[src/rtl/sigc_pkg.sv]
package sigc_pkg;
  // Feedback mask with the constant term forced on
  function automatic logic [63:0] taps_with_unit(input logic [63:0] poly);
    return poly | 64'd1;
  endfunction
endpackage

[src/rtl/sigc_shift_core.sv]
module sigc_shift_core #(
  parameter int K = 8,
  parameter logic [K-1:0] POLY = 8'h1D,
  parameter logic [K-1:0] SEED = '0
) (
  input  logic         clk,
  input  logic         rst_n,
  input  logic         load,
  input  logic         adv,
  input  logic [K-1:0] d,
  output logic [K-1:0] q
);
  import sigc_pkg::*;
  localparam logic [63:0] TAPS = taps_with_unit(64'(POLY));

  logic         fb;
  logic [K-1:0] nxt;

  assign fb = q[K-1];

  // one XOR column per stage
  for (genvar i = 0; i < K; i++) begin : g_stage
    if (i == 0) begin : g_head
      assign nxt[i] = d[i] ^ fb;
    end else begin : g_body
      assign nxt[i] = q[i-1] ^ d[i] ^ (TAPS[i] & fb);
    end
  end

  always_ff @(posedge clk) begin
    if (!rst_n)     q <= '0;
    else if (load)  q <= SEED;
    else if (adv)   q <= nxt;
  end

  p_seed_load_r2: assert property (@(posedge clk) disable iff (!rst_n)
    load |=> (q == SEED));
  p_hold_idle_r4: assert property (@(posedge clk) disable iff (!rst_n)
    (!load && !adv) |=> $stable(q));
endmodule

[src/rtl/sigc_ctrl.sv]
module sigc_ctrl (
  input  logic clk,
  input  logic rst_n,
  input  logic seed_clr,
  input  logic done,
  input  logic in_valid,
  output logic in_ready,
  output logic accept,
  output logic close
);
  logic armed;

  assign in_ready = armed & ~done & ~seed_clr;
  assign accept   = in_valid & in_ready;
  assign close    = armed & done & ~seed_clr;

  always_ff @(posedge clk) begin
    if (!rst_n)        armed <= 1'b0;
    else if (seed_clr) armed <= 1'b1;
    else if (close)    armed <= 1'b0;
  end

  p_close_disarms_r6: assert property (@(posedge clk) disable iff (!rst_n)
    close |=> !in_ready);
  p_clear_arms_r2: assert property (@(posedge clk) disable iff (!rst_n)
    seed_clr |=> armed);
endmodule

[src/rtl/sigc_judge.sv]
module sigc_judge #(
  parameter int K = 8
) (
  input  logic         clk,
  input  logic         rst_n,
  input  logic         load,
  input  logic         fire,
  input  logic [K-1:0] sig,
  input  logic [K-1:0] golden,
  output logic         cmp_valid,
  output logic         cmp_pass
);
  always_ff @(posedge clk) begin
    if (!rst_n || load) begin
      cmp_valid <= 1'b0;
      cmp_pass  <= 1'b0;
    end else if (fire) begin
      cmp_valid <= 1'b1;
      cmp_pass  <= (sig == golden);
    end
  end

  p_pass_needs_valid_r8: assert property (@(posedge clk) disable iff (!rst_n)
    cmp_pass |-> cmp_valid);
  p_valid_has_cause_r6: assert property (@(posedge clk) disable iff (!rst_n)
    $rose(cmp_valid) |-> $past(fire));
  p_result_sticky_r7: assert property (@(posedge clk) disable iff (!rst_n)
    (cmp_valid && !load) |=> (cmp_valid && $stable(cmp_pass)));
endmodule

[src/rtl/sigc_misr.sv]
module sigc_misr #(
  parameter int K = 8,
  parameter logic [K-1:0] POLY = 8'h1D,
  parameter logic [K-1:0] SEED = '0
) (
  input  logic         clk,
  input  logic         rst_n,
  input  logic         seed_clr,
  input  logic         in_valid,
  input  logic [K-1:0] in_data,
  output logic         in_ready,
  input  logic         done,
  input  logic [K-1:0] golden,
  output logic [K-1:0] sig,
  output logic         cmp_valid,
  output logic         cmp_pass
);
  logic accept, close;

  sigc_ctrl u_ctrl (
    .clk(clk), .rst_n(rst_n), .seed_clr(seed_clr), .done(done),
    .in_valid(in_valid), .in_ready(in_ready), .accept(accept), .close(close)
  );

  sigc_shift_core #(.K(K), .POLY(POLY), .SEED(SEED)) u_core (
    .clk(clk), .rst_n(rst_n), .load(seed_clr), .adv(accept),
    .d(in_data), .q(sig)
  );

  sigc_judge #(.K(K)) u_judge (
    .clk(clk), .rst_n(rst_n), .load(seed_clr), .fire(close),
    .sig(sig), .golden(golden), .cmp_valid(cmp_valid), .cmp_pass(cmp_pass)
  );

  p_unarmed_blocks_r4: assert property (@(posedge clk) disable iff (!rst_n)
    (!in_ready && !seed_clr) |=> $stable(sig));
endmodule

[config.mk]
export PLATFORM = sky130hd
export DESIGN_NAME = sigc_misr
export DESIGN_NICKNAME = d
export VERILOG_FILES = /design/src/rtl/sigc_pkg.sv /design/src/rtl/sigc_shift_core.sv /design/src/rtl/sigc_ctrl.sv /design/src/rtl/sigc_judge.sv /design/src/rtl/sigc_misr.sv
export SDC_FILE = /design/constraint.sdc
export NUM_CORES = 1
export LEC_CHECK = 0
export BUFFER_PORTS_ARGS = -buffer_cell sky130_fd_sc_hd__buf_2
export CAP_MARGIN = 25
export CORE_MARGIN = 2
export CORE_UTILIZATION = 40
export CTS_BUF_LIST = sky130_fd_sc_hd__clkbuf_8 sky130_fd_sc_hd__clkbuf_16
export DETAILED_ROUTE_END_ITERATION = 10
export GPL_TIMING_DRIVEN = 0
export PLACE_DENSITY = 0.75
export SLEW_MARGIN = 10
export SYNTH_ARGS = -nofsm -noshare
export SYNTH_HDL_FRONTEND = slang
export SYNTH_SLANG_ARGS = --single-unit
export TNS_END_PERCENT = 1
[constraint.sdc]
create_clock -name clk -period 1.51 [get_ports clk]
set_input_delay 0.0755 -clock clk [delete_from_list [all_inputs] [get_ports clk]]
set_output_delay 0.0755 -clock clk [all_outputs]
set_load 0.02 [all_outputs]
==> qor.log <==
[detailed_routing] Antenna Violating Nets Remaining 0
[clock_tree] number of CTS-inserted buffers 3
[timing] number of slew-limit violations in the final report 0
[global_route] maximum number of pins on one net before global-route repair 11
[final_layout] signed area change from the synthesized netlist to the final layout 33.5%
[timing] final worst hold slack 0.0884 ns
[power_and_ir_drop] Power Internal 525 µW
[global_route] aggregate global routing overflow 0
[place] pre-CTS setup slack 0.201 ns
[power_and_ir_drop] Max IR drop VDD 0.459 mV
[logic_synthesis] fraction of synthesized cell area taken by the top area cell type 33.5%
[final_layout] ANT cells 0
[timing] unrepaired setup endpoints after global routing no
[run] max cap viols 0
[logic_synthesis] largest cells by area after synthesis sky130_fd_sc_hd__dfxtp_1 (33%), sky130_fd_sc_hd__xnor2_1 (21%), sky130_fd_sc_hd__a211oi_2 (9.5%)
[final_layout] nets 120
[timing] min setup slack post-route 0.201 ns
[detailed_routing] final routed DRC violation total 0
[detailed_routing] routed vias 529
[clock_tree] clock root buffer sky130_fd_sc_hd__clkbuf_8
[power_and_ir_drop] combinational fraction of design power 14.1%
[final_layout] fraction of final layout cells with drive strength greater than 1 51.0%
[power_and_ir_drop] Seq pwr share 43.9%
[global_route] initial antenna violation count 0
[place] RD Place Congestion 0.775
[min_path] class of the tightest hold or removal check in2reg
[place] count of buffers from port buffering 31
[logic_synthesis] leading cell type by number of instances after synthesis sky130_fd_sc_hd__xnor2_1
[clock_tree] maximum clock insertion buffer count 2
[floorplan] Initial Util 43.2%
[timing] total setup violations reported at the end of the flow 0
[global_route] vias in the first global route 491
[logic_synthesis] cell type contributing the most total cell area after synthesis sky130_fd_sc_hd__dfxtp_1
[floorplan] core area 1520 µm²
[min_path] startpoint of the worst hold path rst_n
[timing] transition at the pin with the smallest max-transition slack 0.241 ns
[floorplan] FP Rows 14
[global_route] first-pass GRT wire length 2.08 mm
[detailed_routing] post-detailed-route via-to-cell ratio 4.64
[logic_synthesis] syn_nets 84
[logic_synthesis] Avg Inst Size Synth 10.4 µm²
[logic_synthesis] part of the Yosys area used for sequential elements 33.5%
[final_layout] Finished Core Util 57.6%
[logic_synthesis] instance count of the mapped netlist 63
[global_route] global router's overall resource usage 14.9%
[clock_tree] number of gates given a new drive strength after cts 0
[timing] clock period minus worst slack 1.31 ns
[clock_tree] hold buffer count at CTS 0
[outcome] status finished, final reports clean
[logic_synthesis] Syn. warnings 0
[critical_path] worst endpoint data arrival time 1.47 ns
[floorplan] die outline height 44.6 µm
[logic_synthesis] prevailing post-synth register cell sky130_fd_sc_hd__dfxtp_1
[clock_tree] CTS tree built
[critical_path] launch point of the critical path u_ctrl.armed
[power_and_ir_drop] Switch Pwr 156 µW
[detailed_routing] initial detailed-routing violation count 10
[clock_tree] number of post-CTS setup repair buffers 0
[timing] final clock skew 0.00451 ns
[clock_tree] clock sink count 11
[detailed_routing] Total Wirelength 1.34 mm
[logic_synthesis] top cell types by occurrence after synthesis sky130_fd_sc_hd__xnor2_1 (16), sky130_fd_sc_hd__dfxtp_1 (11), sky130_fd_sc_hd__a211oi_2 (5), sky130_fd_sc_hd__nor2_2 (5), sky130_fd_sc_hd__nor2_1 (4)
[timing] total negative setup slack 0 ns
[clock_tree] Skew-Pair Late Insertion Delay 0.24 ns
[timing] Slew Limit Headroom 84.0%
[timing] fraction of the cycle the final worst path needs 86.7%
[clock_tree] Clk pin slew, worst setup/hold paths 0.05 ns
[place] placed wire-length estimate after detailed placement 1.01 mm
[critical_path] Critical Path Sink Type register
[clock_tree] number of H-tree levels 1
[floorplan] area of the die 1990 µm²
[critical_path] reg-to-reg critical path startpoint u_ctrl.armed
[logic_synthesis] count of distinct cell types in the synthesized netlist 21
[timing] timing-limited maximum frequency 764 MHz
[detailed_routing] router iterations before antenna repair 2
[power_and_ir_drop] switching share of power 22.9%
[logic_synthesis] area of the mapped netlist 658 µm²
[logic_synthesis] EDFF count, synth 0
[critical_path] Critical Setup Path Class reg2reg
[logic_synthesis] register bit count reported by yosys 11
[critical_path] data required time at the worst endpoint 1.67 ns
[power_and_ir_drop] portion of total power attributed to the clock network 42.1%
[power_and_ir_drop] power density cells 775 nW/µm²
[power_and_ir_drop] leakage power 0.366 nW
[logic_synthesis] async set-reset flop share out of synthesis 0%
[critical_path] largest fanout of any net on the critical path 10
[timing] total count of hold-check failures in the final report 0
[detailed_routing] wire per inst 11.8 µm
[floorplan] io pins 32
[floorplan] width of the chip 44.6 µm
[critical_path] launching element type of the critical path register
path summary, 6_finish.rpt:
path                             to  slack [ns]  cells past startpoint
hold reg to reg   u_judge.cmp_valid        0.47                      2
setup / recovery        u_core.q[1]        0.20                      6
hold / removal         u_ctrl.armed        0.09                      2
setup reg to reg        u_core.q[1]        0.20                      6
cells by family after synthesis:
group	count (synthesis)	synth area share, %
multiplexers	3	4.56
AO/OA/AOI/OAI	9	12.9
XOR/XNOR	19	25.3
buffers and inverters	4	7.22
flip-flops	11	33.5
AND/OR/NAND/NOR	17	16.5
layer usage:
metal / part of all wire (%) / vias up / track usage, %
li1: - / 282 / -
met1: 43 / 234 / 17.0
met3: 2.8 / 2 / 2.86
met4: 2.0 / 0 / 12.7
met5: 0 / - / 0
met2: 52 / 11 / 23.5
registers in the layout (all words and copies together) (netlist names):
register	flops
u_core.q	8
u_ctrl.armed	1
u_judge.cmp_pass	1
u_judge.cmp_valid	1
power groups by stage:
stage / registers (mW) / clock network, mW / logic, mW
3_3_place_gp: 0.304 / 0 / 0.0955
3_5_place_dp: 0.304 / 0 / 0.0956
4_1_cts: 0.298 / 0.297 / 0.0965
6_report: 0.299 / 0.286 / 0.0958
5_1_grt: 0.299 / 0.314 / 0.104
2_1_floorplan: 0.307 / 0 / 0.0525
final cells by class:
type | count | area, µm²
Buffer | 4 | 47.5
Clock buffer | 3 | 41.3
Clock inverter | 1 | 3.75
Fill cell | 129 | 646
Multi-Input combinational cell | 48 | 390
Sequential cell | 11 | 220
Tap cell | 16 | 20.0
Timing Repair Buffer | 31 | 155
critical path, stage by stage (launching register included):
cell and delay, ns:
sky130_fd_sc_hd__dfxtp_1 0.36, sky130_fd_sc_hd__nor3b_4 0.23, sky130_fd_sc_hd__and2_4 0.18, sky130_fd_sc_hd__buf_8 0.11
sky130_fd_sc_hd__buf_12 0.13, sky130_fd_sc_hd__nor2_2 0.04, sky130_fd_sc_hd__a211oi_2 0.18
cells in the final DEF, fill, tap and decap left out, drive strengths merged, types with 2 or more instances in the layout:
| cell | count |
|---|---|
| buf | 35 |
| xnor2 | 16 |
| dfxtp | 11 |
| nor2 | 9 |
| a211oi | 5 |
| xor2 | 3 |
| mux2i | 3 |
| clkbuf | 3 |
| nand3 | 2 |
| a21oi | 2 |
per-stage QoR:
step                      area (µm²)  total power, mW  instances
final                            878            0.681        114
after global routing             878            0.717        114
after CTS                        878            0.692        114
after detailed placement         833            0.400        110
after global placement           833            0.400        110
after floorplan                  658            0.359         63
(Power assumes the default switching activity.)
